`src/rtl/rxr_pkg.sv`:
```
package rxr_pkg;
  localparam int LEN_W   = 16;
  localparam int ST_E    = 15;
  localparam int ST_W    = 13;
  localparam int ST_I    = 12;
  localparam int ST_L    = 11;
  localparam int ST_CM   = 9;
  localparam int ST_ER   = 0;

  typedef enum logic [2:0] {
    S_RD0  = 3'd0,
    S_CHK  = 3'd1,
    S_RDP  = 3'd2,
    S_RECV = 3'd3,
    S_WB   = 3'd4
  } rxr_state_e;

  // Status word to write back on close.
  function automatic logic [15:0] close_status(input logic [15:0] st,
                                               input logic last,
                                               input logic err);
    logic [15:0] r;
    r = st;
    r[ST_E]  = st[ST_CM] ? st[ST_E] : 1'b0;
    r[ST_L]  = st[ST_L] | last;
    r[ST_ER] = st[ST_ER] | err;
    return r;
  endfunction

  // True when the byte being stored fills the buffer.
  function automatic logic fills(input logic [LEN_W-1:0] cnt,
                                 input logic [LEN_W-1:0] cap);
    return ({1'b0, cnt} + {{LEN_W{1'b0}}, 1'b1}) >= {1'b0, cap};
  endfunction
endpackage

```
`src/rtl/rxr_drop_ctl.sv`:
```
module rxr_drop_ctl (
  input  logic clk,
  input  logic rst_n,
  input  logic stall,
  input  logic take,
  input  logic frame_end,
  output logic discard,
  output logic busy_pulse
);
  logic dropping_q;

  assign discard = stall | dropping_q;

  always_ff @(posedge clk) begin
    if (!rst_n) begin
      dropping_q <= 1'b0;
      busy_pulse <= 1'b0;
    end else begin
      busy_pulse <= take && discard && !dropping_q;
      if (take && discard)
        dropping_q <= !frame_end;
    end
  end
endmodule

```
`src/rtl/rxr_cursor.sv`:
```
module rxr_cursor #(
  parameter int DA_W  = 10,
  parameter int IDX_W = 6
) (
  input  logic            clk,
  input  logic            rst_n,
  input  logic [DA_W-1:0] base,
  input  logic            advance,
  input  logic            wrap,
  output logic [DA_W-1:0] addr_stat,
  output logic [DA_W-1:0] addr_ptr
);
  localparam int PAD = DA_W - IDX_W - 1;
  logic [IDX_W-1:0] idx_q;
  logic [DA_W-1:0]  off;

  assign off       = {{PAD{1'b0}}, idx_q, 1'b0};
  assign addr_stat = base + off;
  assign addr_ptr  = addr_stat + {{(DA_W-1){1'b0}}, 1'b1};

  always_ff @(posedge clk) begin
    if (!rst_n)       idx_q <= '0;
    else if (advance) idx_q <= wrap ? '0 : idx_q + 1'b1;
  end
endmodule

```
`src/rtl/rx_ring_engine.sv`:
```
module rx_ring_engine
  import rxr_pkg::*;
#(
  parameter int DA_W  = 10,
  parameter int IDX_W = 6,
  parameter int AW    = 12
) (
  input  logic             clk,
  input  logic             rst_n,
  input  logic [DA_W-1:0]  ring_base,
  input  logic [15:0]      max_len,
  input  logic             in_valid,
  input  logic [7:0]       in_data,
  input  logic             in_eof,
  input  logic             in_err,
  output logic             in_ready,
  output logic             dr_rd,
  output logic             dr_we,
  output logic [DA_W-1:0]  dr_addr,
  output logic [31:0]      dr_wdata,
  input  logic [31:0]      dr_rdata,
  output logic             dm_we,
  output logic [AW-1:0]    dm_addr,
  output logic [7:0]       dm_wdata,
  output logic             busy_err,
  output logic             irq
);
  rxr_state_e       state_q;
  logic [15:0]      stat_q;
  logic [LEN_W-1:0] cnt_q;
  logic [AW-1:0]    ptr_q;
  logic             last_q, err_q, stall_q;

  logic [DA_W-1:0]  a_stat, a_ptr;
  logic             discard, take, store, close_now, wb_fire;
  logic             cm_cur, w_cur, ie_cur;
  wire              unused_rd = ^{dr_rdata[15:0], dr_rdata[31:AW]};

  assign cm_cur  = stat_q[ST_CM];
  assign w_cur   = stat_q[ST_W];
  assign ie_cur  = stat_q[ST_I];
  assign wb_fire = (state_q == S_WB);

  assign in_ready  = discard || (state_q == S_RECV);
  assign take      = in_valid && in_ready;
  assign store     = take && (state_q == S_RECV) && !discard;
  assign close_now = in_eof || in_err || fills(cnt_q, max_len);

  assign dm_we    = store;
  assign dm_addr  = ptr_q + cnt_q[AW-1:0];
  assign dm_wdata = in_data;

  always_comb begin
    dr_rd    = 1'b0;
    dr_we    = 1'b0;
    dr_addr  = a_stat;
    dr_wdata = {close_status(stat_q, last_q, err_q), cnt_q};
    case (state_q)
      S_RD0: dr_rd = 1'b1;
      S_CHK: if (dr_rdata[16+ST_E]) begin
               dr_rd   = 1'b1;
               dr_addr = a_ptr;
             end
      S_WB:  dr_we = 1'b1;
      default: ;
    endcase
  end

  rxr_cursor #(.DA_W(DA_W), .IDX_W(IDX_W)) u_cursor (
    .clk(clk), .rst_n(rst_n), .base(ring_base),
    .advance(wb_fire), .wrap(w_cur),
    .addr_stat(a_stat), .addr_ptr(a_ptr)
  );

  rxr_drop_ctl u_drop (
    .clk(clk), .rst_n(rst_n), .stall(stall_q), .take(take),
    .frame_end(in_eof || in_err), .discard(discard), .busy_pulse(busy_err)
  );

  always_ff @(posedge clk) begin
    if (!rst_n) begin
      state_q <= S_RD0;
      stat_q  <= '0;
      cnt_q   <= '0;
      ptr_q   <= '0;
      last_q  <= 1'b0;
      err_q   <= 1'b0;
      stall_q <= 1'b0;
      irq     <= 1'b0;
    end else begin
      irq <= wb_fire && ie_cur;
      case (state_q)
        S_RD0: state_q <= S_CHK;
        S_CHK: begin
          stat_q <= dr_rdata[31:16];
          if (dr_rdata[16+ST_E]) begin
            stall_q <= 1'b0;
            state_q <= S_RDP;
          end else begin
            stall_q <= 1'b1;
            state_q <= S_RD0;
          end
        end
        S_RDP: begin
          ptr_q   <= dr_rdata[AW-1:0];
          cnt_q   <= '0;
          state_q <= S_RECV;
        end
        S_RECV: if (store) begin
          cnt_q <= cnt_q + 1'b1;
          if (close_now) begin
            last_q  <= in_eof || in_err;
            err_q   <= in_err;
            state_q <= S_WB;
          end
        end
        S_WB: state_q <= S_RD0;
        default: state_q <= S_RD0;
      endcase
    end
  end
endmodule

```
`config.mk`:
```
export PLATFORM = sky130hd
export DESIGN_NAME = rx_ring_engine
export DESIGN_NICKNAME = d
export VERILOG_FILES = /design/src/rtl/rxr_pkg.sv /design/src/rtl/rxr_drop_ctl.sv /design/src/rtl/rxr_cursor.sv /design/src/rtl/rx_ring_engine.sv
export SDC_FILE = /design/constraint.sdc
export NUM_CORES = 1
export LEC_CHECK = 0
export BUFFER_PORTS_ARGS = -buffer_cell sky130_fd_sc_hd__buf_2
export CAP_MARGIN = 25
export CORE_MARGIN = 5
export CORE_UTILIZATION = 55
export CTS_CLUSTER_SIZE = 30
export DETAILED_ROUTE_END_ITERATION = 7
export GPL_ROUTABILITY_DRIVEN = 1
export PLACE_DENSITY = 0.86
export SKIP_CTS_REPAIR_TIMING = 1
export SLEW_MARGIN = 20
export SYNTH_ARGS = -nofsm -noshare
export SYNTH_HDL_FRONTEND = slang
export SYNTH_SLANG_ARGS = --single-unit
```
`constraint.sdc`:
```
create_clock -name clk -period 7.1 [get_ports clk]
set_input_delay 1.775 -clock clk [delete_from_list [all_inputs] [get_ports clk]]
set_output_delay 1.775 -clock clk [all_outputs]
set_load 0.01 [all_outputs]
```
### Yosys cells after proc, flatten, opt, wreduce, memory -nomap -nowiden

Cells that the tools add are included.

| word-level totals | value |
|---|---|
| output and inout bits | 68 |
| word-level logic and storage cells | 58 |
| register bits | 59 |

| operators by class | value |
|---|---|
| equality and inequality tests | 6 |
| add/sub/neg operators | 6 |
| bitwise gates (word level) | 3 |
| order comparisons | 1 |
| multiplexer cells | 14 |
| reduce and logical (&&, ||, !) cells | 17 |

Operator list:

| operator | number |
|---|---|
| $pmux 16 s2 | 1 |
| $mux 10 | 2 |
| $add 16x1->17 const B | 1 |
| $ge 17x16->1 | 1 |
| $add 16x1->16 const B | 1 |
| $mux 16 | 1 |
| $add 12x12->12 | 1 |
| $pmux 3 s4 | 1 |
| $add 10x1->10 const B | 1 |
| $add 10x7->10 | 1 |
| $add 6x1->6 const B | 1 |
| $eq 3x2->1 const B | 2 |
| $logic_and 1x1->1 | 6 |
| $mux 3 | 2 |
| $mux 6 | 1 |
| $mux 1 | 4 |
| $ne 2x2->1 const B | 2 |
| $reduce_and 2->1 | 2 |
| $eq 3x1->1 const B | 1 |
| $eq 3x3->1 const B | 1 |
| $logic_not 1->1 | 3 |
| $logic_not 3->1 | 1 |
| $logic_or 1x1->1 | 3 |
| $or 1x1->1 | 3 |
| other kinds (4) | 4 |

### Longest topological paths before layout

Gate-level depths: netlist (run 1).

| depth | value |
|---|---|
| word-level depth | 7 |
| gate-level depth with buffers | 14 |
| depth with buffers taken out | 13 |

### Modules after synthesis

From an unflattened synthesis (run 1), not the netlist that was laid out.

| second synthesis, totals | value |
|---|---|
| cells, all modules | 532 |
| area, all modules | 4212.8 um^2 |

Modules (own cells, without submodules):

| module | sequential area each (um^2) | cells an instance | area an instance (um^2) | instances |
|---|---|---|---|---|
| rx_ring_engine | 1021.0 | 436 | 3403.3 | 1 |
| rxr_cursor | 120.1 | 88 | 738.2 | 1 |
| rxr_drop_ctl | 40.0 | 8 | 71.3 | 1 |

### Worst setup path after synthesis (run 1)

Ideal clock, no wire load.

| timing path | value |
|---|---|
| kind | input to output |
| start point | input ring_base[1] |
| end point | output dr_addr[9] |
| data arrival time | 3738 ps |
| path slack | 1587 ps |
| path buffers | 0 |
| cell stages on the path | 8 |
| path through | ha_1 > fa_1 > a211oi_1 > o22ai_1 > and4bb_2 > nand2_1 > or4_1 > nand4b_1 |

| on the way | value |
|---|---|
| word-level cells in the longest chain between the ends | 4 |

Ends and longest elaborated chain:

| what | line | source |
|---|---|---|
| from (decl) | rx_ring_engine.sv:10 | `input logic [DA_W-1:0] ring_base,` |
| $add 10x7->10 * | rxr_cursor.sv:18 | `assign addr_stat = base + off;` |
| $add 10x1->10 | rxr_cursor.sv:19 | `assign addr_ptr = addr_stat + {{(DA_W-1){1'b0}}, 1'b1};` |
| $mux 10 | rx_ring_engine.sv:60 | `S_CHK: if (dr_rdata[16+ST_E]) begin` |
| $mux 10 * | rx_ring_engine.sv:58 | `case (state_q)` |
| to (decl) | rx_ring_engine.sv:19 | `output logic [DA_W-1:0] dr_addr,` |

Mark *: on every way between the ends. The rest lies on a longest branch, timed or not.

### Worst setup path in the final report (run 1)

Ends and elaborated chain as after synthesis.

==> results of run 1 <==
critical path, delay by kind of cell:
family | cells | cell delay [ns]
AND/OR/NAND/NOR | 4 | 0.96
buffers and inverters | 2 | 0.24
AO/OA/AOI/OAI | 2 | 0.51
adder cells (fa/ha/maj) | 2 | 0.64
state kept, by name, indices dropped and copies added, names as in the netlist:
name,count
cnt_q,16
stat_q,16
ptr_q,12
u_cursor.idx_q,6
state_q,3
err_q,1
irq,1
last_q,1
stall_q,1
u_drop.busy_pulse,1
u_drop.dropping_q,1
area by class of cell:
cell class                      instances  area share
Clock inverter                          2     0.00725
Inverter                               30      0.0233
Clock buffer                           12      0.0342
Tap cell                               99      0.0256
Multi-Input combinational cell        406       0.538
Timing Repair Buffer                  121       0.127
Sequential cell                        59       0.244
placed cells by master, fill, tap and decap left out, drive strengths merged, types with 3 or more instances in the layout:
cell type,instances
buf,121
nand2,88
dfxtp,59
a21oi,54
nor2,40
ha,36
inv,29
o21ai,24
xor2,20
xnor2,18
nand3,14
nor3,12
clkbuf,12
nand4,8
and3,7
and2,7
or3,7
nor2b,6
a21o,4
or2,4
mux2i,4
nor3b,4
o21bai,3
nor4,3
nand2b,3
a211oi,3
final timing paths:
kind | end | cells past startpoint | startpoint
worst max-delay path | dr_addr[9] | 10 | ring_base[1]
worst min-delay path | stat_q[11]$_SDFFE_PN0N_ | 2 | stat_q[11]$_SDFFE_PN0N_
worst max register to register | state_q[0]$_SDFFE_PN0P_ | 13 | cnt_q[0]$_SDFFE_PN0P_
worst min register to register | stat_q[11]$_SDFFE_PN0N_ | 2 | stat_q[11]$_SDFFE_PN0N_
per-layer routing:
| metal | part of all wire | wire [microns] |
|---|---|---|
| met2 | 0.49 | 5240 |
| met1 | 0.40 | 4290 |
| met3 | 0.086 | 912 |
| met4 | 0.019 | 204 |
| met5 | 0 | 0 |
stage by stage:
stage	utilization	setup slack (ns)	total power [mW]	cell area (sq um)	std cells
final	0.663	1.21	0.812	4830	729
after global routing	0.663	1.06	0.851	4830	729
after CTS	0.662	1.23	0.815	4820	728
after detailed placement	0.634	1.24	0.505	4620	714
after global placement	0.634	1.29	0.500	4620	714
after floorplan	-	1.59	0.464	4130	533
logic make-up after synthesis:
kind of cell | after synthesis | synth area share
multiplexers | 6 | 0.0152
AO/OA/AOI/OAI | 110 | 0.162
adder cells (fa/ha/maj) | 39 | 0.121
AND/OR/NAND/NOR | 213 | 0.252
XOR/XNOR | 38 | 0.0807
buffers and inverters | 68 | 0.0834
flip-flops | 59 | 0.286
report_power, final:
group	internal, mW	leakage [nW]	total, mW	switching (mW)
registers	0.347	0.479	0.358	0.0109
clock network	0.186	0.104	0.313	0.127
logic	0.0581	1.80	0.141	0.0832
==> metrics.cfg, run 1 <==
[run_status]
status = complete, no violations

[pwr]
power.density_nw_per_um2 = 168
ir_drop_v = 0.000110
p_leak_nw = 2.38

[timing]
finalSetupViolCount = 0
slew_violations = 0
fin_crit_ns = 5.89
slew_headroom = 0.481
worstMarginPinSlew_ns = 0.778
fin_crit_sh = 0.829
grt_setup_unrepaired = no
final-hold-violation-count = 0
fin_setup_tns_ns = 0
finalClockSkew_ns = 0.00625
whs_ns = 0.451
max_freq_mhz = 170

[setup_path]
crit_path_max_incr_delay_ns = 0.43
crit_path_top_delay_cell = or4_1
crit_chain = buf_2, ha_1, fa_1, a211oi_1, o22ai_1, and4bb_2, nand2_1, or4_1, nand4b_1, buf_2
worstPathArrival_ns = 4.11
required_ns = 5.33
crit_fanout = 3
critPathLaunchType = primary input
criticalPathCategory = primary input to output port
r2r_slack_ns = 3.47
crit_top_cell = buf_2
end_kind = output port

[run]
cap_violations = 0

[clock_tree]
cts_root_buf = clkbuf_8
numCtsBuffers = 9
cts_tree = yes
clock_sinks = 59
h-tree-depth = 3
clockBufferDepth = 2
clk_latency_ns = 0.34
clkTransAtPathRegs_ns = 0.06

[logic_synthesis]
synth_area_sq_um = 4130
avgSynthCellArea_sq_um = 7.74
syn-instance-count = 533
ys_ff_latch = 59
yosysUniqueCellTypes = 62
yosys-top-cells-count = nand2_1 (88), dfxtp_1 (59), a21oi_1 (54)
synth_top_area_cell = dfxtp_1
synth_most_common_cell = nand2_1
synth_top_area_frac = 0.286
synth_area_leaders = dfxtp_1 (29%), ha_1 (11%), nand2_1 (8.0%)
synth-edff-count = 0
synth_warnings = 0
yosysSeqAreaShare = 0.286
ys.flop_type = dfxtp_1
syn_nets = 642
async_reset_ff_frac = 0

[finish]
areaGrowthSynthToFinish_pct = 17.1
finish.net_count = 736
antenna_cells = 0
fillers = 659
seq_area_sq_um = 1180
multiInputGateArea_sq_um = 2600
drive_above_1_share = 0.241

[route]
postRouteAntennaNets = 0
drc_errors = 0
wire_per_inst_microns = 14.6
drtPass1Iterations = 4
routed-via-count = 4083
wl_mm = 10.6
drt_iter0_drc = 191
via_per_inst = 5.60

[floorplan]
initial_core_util = 0.566
rows = 31
core_sq_um = 7290
die_w_microns = 96.6
die_area_sq_um = 9330
io_pins = 139
fp.dieH_microns = 96.6

[global_routing]
grt-ovfl-total = 0
met2_usage = 0.394
grt_start_max_net_pins = 47
busiest_layer = met2
grt_usage = 0.225
grt_pass1_vias = 3950
met3_usage = 0.0734
grt_pass1_wl_mm = 17.9
antenna_found_initial = 0
grt_util_met1 = 0.266

[placed_design]
gp_congestion = 0.849
io_buffers = 118
dp_hpwl_mm = 7.98

[min_path]
hold_class = flop to flop

Note: power is estimated with default switching activity, not from simulation.
==> run 2, diff against run 1 <==
--- a/config.mk
+++ b/config.mk
@@ -8,11 +8,11 @@
 export BUFFER_PORTS_ARGS = -buffer_cell sky130_fd_sc_hd__buf_2
 export CAP_MARGIN = 25
 export CORE_MARGIN = 5
-export CORE_UTILIZATION = 55
+export CORE_UTILIZATION = 46
 export CTS_CLUSTER_SIZE = 30
 export DETAILED_ROUTE_END_ITERATION = 7
 export GPL_ROUTABILITY_DRIVEN = 1
-export PLACE_DENSITY = 0.86
+export PLACE_DENSITY = 0.77
 export SKIP_CTS_REPAIR_TIMING = 1
 export SLEW_MARGIN = 20
 export SYNTH_ARGS = -nofsm -noshare
==> constraint.sdc (replaced) <==
create_clock -name clk -period 5.35 [get_ports clk]
set_input_delay 1.3375 -clock clk [delete_from_list [all_inputs] [get_ports clk]]
set_output_delay 1.3375 -clock clk [all_outputs]
set_load 0.01 [all_outputs]
==> run 2 against run 1 <==
Against the previous run:
- clock power grew 32%
- power up 32%
- register-to-register slack lost 1.8 ns
- critical endpoint unchanged
- sequential power is 33% higher
- sequential share of layout area is essentially flat
- combinational power up 33%
- largest power group unchanged
==> metrics.cfg, run 2 (synthesis gave the netlist of run 1 again) <==
[run_status]
status = complete, no violations  ; unchanged

[min_path]
hp-start = stat_q[7]$_SDFFE_PN0N_  ; was stat_q[11]$_SDFFE_PN0N_
hold_class = flop to flop  ; unchanged
worstHoldEndpoint = stat_q[7]$_SDFFE_PN0N_  ; was stat_q[11]$_SDFFE_PN0N_
whs_path_depth = 2  ; unchanged

[finish]
final_common_cell = buf_2  ; unchanged
finish.net_count = 735  ; was 736
fillers = 836  ; was 659
reg_top3 = cnt_q x16, stat_q x16, ptr_q x12  ; unchanged
drive_above_1_share = 0.242  ; was 0.241
finalInstanceArea_sq_um = 4840  ; was 4830 sq um
layout_common_cells = buf_2 (118), nand2_1 (88), dfxtp_1 (59)  ; unchanged
antenna_cells = 0  ; unchanged
fin_cells = 739  ; was 729
areaGrowthSynthToFinish_pct = 17.3  ; was 17.1%

[pwr]
ir_drop_v = 0.000147  ; was 0.000110 V
p_leak_nw = 2.38  ; about the same
power.density_nw_per_um2 = 222  ; was 168 nW/um^2

[route]
drt_iter0_drc = 123  ; was 191
wl_mm = 10.8  ; was 10.6 mm
drtPass1Iterations = 4  ; unchanged
via_per_inst = 5.46  ; was 5.60
postRouteAntennaNets = 0  ; unchanged
routed-via-count = 4038  ; was 4083
drc_errors = 0  ; unchanged
wire_per_inst_microns = 14.6  ; about the same

[setup_path]
r2r_slack_ns = 1.66  ; was 3.47 ns
reg2regPathDepth = 13  ; unchanged
r2r_end = state_q[0]$_SDFFE_PN0P_  ; unchanged
criticalPathCategory = primary input to output port  ; unchanged
critPathLaunchType = primary input  ; unchanged
crit_fanout = 3  ; unchanged
worstPathArrival_ns = 3.63  ; was 4.11 ns
required_ns = 4.01  ; was 5.33 ns
end_kind = output port  ; unchanged
reg2reg_from = cnt_q[0]$_SDFFE_PN0P_  ; unchanged

[clock_tree]
clkTransAtPathRegs_ns = 0.07  ; was 0.06 ns
clock_sinks = 59  ; unchanged
cts_root_buf = clkbuf_8  ; unchanged
h-tree-depth = 3  ; unchanged
clockBufferDepth = 2  ; unchanged
numCtsBuffers = 9  ; unchanged
cts_tree = yes  ; unchanged
clk_latency_ns = 0.34  ; about the same

[floorplan]
die_w_microns = 105  ; was 96.6 microns
die_area_sq_um = 11000  ; was 9330 sq um
fp.dieH_microns = 105  ; was 96.6 microns
rows = 34  ; was 31
io_pins = 139  ; unchanged
core_sq_um = 8720  ; was 7290 sq um
initial_core_util = 0.473  ; was 0.566

[timing]
finalClockSkew_ns = 0.00834  ; was 0.00625 ns
max_freq_mhz = 201
fin_crit_ns = 4.97
grt_setup_unrepaired = no  ; unchanged
slew_headroom = 0.309  ; was 0.481
fin_crit_sh = 0.929
finalSetupViolCount = 0  ; unchanged
fin_setup_tns_ns = 0  ; unchanged
slew_violations = 0  ; unchanged
whs_ns = 0.452  ; was 0.451 ns
final-hold-violation-count = 0  ; unchanged
worstMarginPinSlew_ns = 1.03  ; was 0.778 ns

[placed_design]
gp_congestion = 0.819  ; was 0.849
dp_cells = 723  ; was 714
dp_hpwl_mm = 8.25  ; was 7.98 mm
placed_cell_area_sq_um = 4640  ; was 4620 sq um
io_buffers = 118  ; unchanged

[global_routing]
grt_usage = 0.190  ; was 0.225
grt_pass1_wl_mm = 17.7  ; was 17.9 mm
grt_start_max_net_pins = 47  ; unchanged
grt-ovfl-total = 0  ; unchanged
antenna_found_initial = 0  ; unchanged
grt_pass1_vias = 3983  ; was 3950

[run]
cap_violations = 0  ; unchanged

-- run 2: cell count changes in the layout (fill, tap and decap cells not counted), sizes merged --
cell      change
clkinvlp      +1
clkbuf        -2
buf           -1
clkinv        +3
-- run 2: worst max-delay path by stage --
| stage | depth (start not counted) | to | start |
|---|---|---|---|
| global placement | 10 | dr_addr[9] | ring_base[1] |
| floorplan | 8 | dr_addr[9] | ring_base[1] |
| CTS | 10 | dr_addr[9] | ring_base[1] |
| global route | 10 | dr_addr[9] | ring_base[1] |
| detailed placement | 10 | dr_addr[9] | ring_base[1] |
| finish | 10 | dr_addr[9] | ring_base[1] |
-- run 2: area by class of cell --
type / count / area (sq um) / area share
multi-input combinational: 406 / 2600 / 0.538
tap: 108 / 135 / 0.0279
clock inverter: 6 / 65.1 / 0.0134
sequential: 59 / 1180 / 0.244
timing repair buffer: 120 / 606 / 0.125
clock buffer: 10 / 138 / 0.0284
inverter: 30 / 113 / 0.0233
-- run 2: routing by layer --
layer	vias up	global-route usage	routed length, microns
met1	1888	0.217	4520
met5	-	0	0
met4	0	0.0557	136
met2	126	0.343	5350
li1	2006	-	-
met3	18	0.0573	777
-- run 2: critical path, cell delays in order --
cell and delay [ns]:
buf_2 0.10, ha_1 0.22, fa_1 0.41, a211oi_1 0.36
o22ai_1 0.14, and4bb_2 0.32, nand2_1 0.09, or4_1 0.43
nand4b_1 0.10, buf_2 0.13
-- run 2: stage by stage --
| stage | total power [mW] | worst slack (ns) | util |
|---|---|---|---|
| after global routing | 1.13 | 0.219 | 0.555 |
| final | 1.07 | 0.378 | 0.555 |
| after detailed placement | 0.672 | 0.372 | 0.532 |
| after floorplan | 0.616 | 0.712 | - |
| after CTS | 1.09 | 0.364 | 0.555 |
| after global placement | 0.664 | 0.430 | 0.532 |
-- run 2: power breakdown --
| part | total (mW) | switching [mW] | internal (mW) |
|---|---|---|---|
| combinational | 0.187 | 0.111 | 0.0763 |
| clock | 0.413 | 0.186 | 0.227 |
| sequential | 0.475 | 0.0147 | 0.460 |
| total | 1.07 | 0.311 | 0.763 |
==> run 3, diff against run 2 <==
--- a/config.mk
+++ b/config.mk
@@ -9,10 +9,11 @@
 export CAP_MARGIN = 25
 export CORE_MARGIN = 5
 export CORE_UTILIZATION = 46
-export CTS_CLUSTER_SIZE = 30
+export CTS_CLUSTER_SIZE = 12
 export DETAILED_ROUTE_END_ITERATION = 7
 export GPL_ROUTABILITY_DRIVEN = 1
 export PLACE_DENSITY = 0.77
+export REMOVE_ABC_BUFFERS = 1
 export SKIP_CTS_REPAIR_TIMING = 1
 export SLEW_MARGIN = 20
 export SYNTH_ARGS = -nofsm -noshare
==> run 3 against run 2 <==
Against the previous run:
- utilization fell by 0.36 points
- sequential share of layout area rose by 0.16 points
- via count fell by 2.3%
- register-to-register slack improved by 0.12 ns
- global-route usage fell by 0.37 points
- non-clock buffer count did not move
- die area did not move
- final cell count did not move
- final area fell by 0.65%
- power fell by 5.5%
- sequential power barely moved
- largest cell class unchanged
- highest routed layer unchanged
==> metrics.cfg, run 3 (synthesis gave the netlist of run 1 again) <==
[setup_path]
crit_fanout = 3  ; unchanged
crit_chain = buf_2, ha_1, fa_1, xor2_1, nand3_1, and4bb_2, nand2_1, or4_1, nand4b_1, buf_2  ; was buf_2, ha_1, fa_1, a211oi_1, o22ai_1, and4bb_2, nand2_1, or4_1, nand4b_1, buf_2
path_depth = 10  ; unchanged
path_buf_inv = 2  ; unchanged
crit_family = simple AND/OR/NAND/NOR gates  ; unchanged
crit_top_cell = buf_2  ; unchanged
reg2regPathDepth = 13  ; unchanged
end_kind = output port  ; unchanged
criticalPathCategory = primary input to output port  ; unchanged
crit_path_top_delay_cell = or4_1  ; unchanged
required_ns = 4.01  ; about the same
critPathLaunchType = primary input  ; unchanged
crit_path_max_incr_delay_ns = 0.43  ; about the same
worstPathArrival_ns = 3.67  ; was 3.63 ns

[route]
wire_per_inst_microns = 14.0  ; was 14.6 microns
drt_iter0_drc = 166  ; was 123
routed-via-count = 3946  ; was 4038
drtPass1Iterations = 4  ; unchanged
wl_mm = 10.4  ; was 10.8 mm
via_per_inst = 5.34  ; was 5.46
drc_errors = 0  ; unchanged
postRouteAntennaNets = 0  ; unchanged

[pwr]
ir_drop_v = 0.000131  ; was 0.000147 V
finalPower_mw = 1.02  ; was 1.07 mW
p_leak_nw = 2.35  ; was 2.38 nW
power.density_nw_per_um2 = 211  ; was 222 nW/um^2

[timing]
fin_ws_ns = 0.341  ; was 0.378 ns
fin_setup_tns_ns = 0  ; unchanged
max_freq_mhz = 200  ; was 201 MHz
fin_crit_sh = 0.936  ; was 0.929
finalSetupViolCount = 0  ; unchanged
finalClockSkew_ns = 0.00724  ; was 0.00834 ns
final-hold-violation-count = 0  ; unchanged
slew_violations = 0  ; unchanged
slew_headroom = 0.449  ; was 0.309
whs_ns = 0.452  ; about the same
grt_setup_unrepaired = no  ; unchanged
fin_crit_ns = 5.01  ; was 4.97 ns
worstMarginPinSlew_ns = 0.826  ; was 1.03 ns

[global_routing]
grt-ovfl-total = 0  ; unchanged
antenna_found_initial = 0  ; unchanged
grt_usage = 0.187  ; was 0.190
grt_start_max_net_pins = 47  ; unchanged
grt_pass1_vias = 3879  ; was 3983
grt_pass1_wl_mm = 17.3  ; was 17.7 mm

[floorplan]
rows = 34  ; unchanged
io_pins = 139  ; unchanged
initial_core_util = 0.473  ; unchanged
core_sq_um = 8720  ; unchanged
die_area_sq_um = 11000  ; unchanged
fp.dieH_microns = 105  ; unchanged
die_w_microns = 105  ; unchanged

[finish]
final_common_cell = buf_2  ; unchanged
drive_above_1_share = 0.242  ; unchanged
antenna_cells = 0  ; unchanged
fin_util = 0.551  ; was 0.555
finish.net_count = 735  ; unchanged
reg_top3 = cnt_q x16, stat_q x16, ptr_q x12  ; unchanged
areaGrowthSynthToFinish_pct = 16.5  ; was 17.3%
fin_cells = 739  ; unchanged
layout_common_cells = buf_2 (118), nand2_1 (88), dfxtp_1 (59)  ; unchanged
finalInstanceArea_sq_um = 4810  ; was 4840 sq um

[clock_tree]
clkTransAtPathRegs_ns = 0.07  ; about the same
numCtsBuffers = 9  ; unchanged
cts_root_buf = clkbuf_8  ; unchanged
clk_latency_ns = 0.34  ; about the same
clockBufferDepth = 2  ; unchanged
h-tree-depth = 3  ; unchanged
cts_tree = yes  ; unchanged
clock_sinks = 59  ; unchanged

[placed_design]
dp_slack_ns = 0.358  ; was 0.372 ns
dp_hpwl_mm = 8.03  ; was 8.25 mm
dp_cells = 723  ; unchanged
gp_congestion = 0.863  ; was 0.819
io_buffers = 118  ; unchanged
placed_cell_area_sq_um = 4640  ; unchanged

[min_path]
hold_class = flop to flop  ; unchanged
whs_path_depth = 2  ; unchanged

[run]
cap_violations = 0  ; unchanged

[run_status]
status = complete, no violations  ; unchanged

-- run 3: changes by cell type in the layout (fill, tap and decap cells not counted), sizes merged --
cell	before	now
clkinvlp	1	3
bufinv	1	0
clkinv	5	3
inv	29	30
-- run 3: metal layers --
metal | vias up | routed length (microns) | GRT usage
met1 | 1817 | 4340 | 0.213
li1 | 2008 | - | -
met2 | 106 | 5250 | 0.332
met3 | 15 | 582 | 0.0462
met5 | - | 0 | 0
met4 | 0 | 187 | 0.0785
-- run 3: worst paths after layout --
path / startpoint / end / slack, ns
max: ring_base[1] / dr_addr[9] / 0.34
min: stat_q[0]$_SDFFE_PN0N_ / stat_q[0]$_SDFFE_PN0N_ / 0.45
max reg2reg: cnt_q[0]$_SDFFE_PN0P_ / last_q$_SDFFE_PN0P_ / 1.78
min reg2reg: stat_q[0]$_SDFFE_PN0N_ / stat_q[0]$_SDFFE_PN0N_ / 0.45
-- run 3: tightest hold or removal path: cells and delay by family (launching register included) --
| family | cells | cell delay, ns |
|---|---|---|
| flops | 1 | 0.31 |
| compound gates | 1 | 0.05 |
| simple gates | 1 | 0.05 |
-- run 3: power by group --
part / switching [mW] / internal [mW] / total (mW)
Clock: 0.188 / 0.168 / 0.355
Sequential: 0.0143 / 0.460 / 0.474
Combinational: 0.110 / 0.0763 / 0.186
-- run 3: final cells by class --
class	count	area [sq um]
fill	851	3910
multi-input combinational	406	2600
sequential	59	1180
clock buffer	10	128
tap	108	135
clock inverter	6	41.3
inverter	30	113
timing repair buffer	120	606
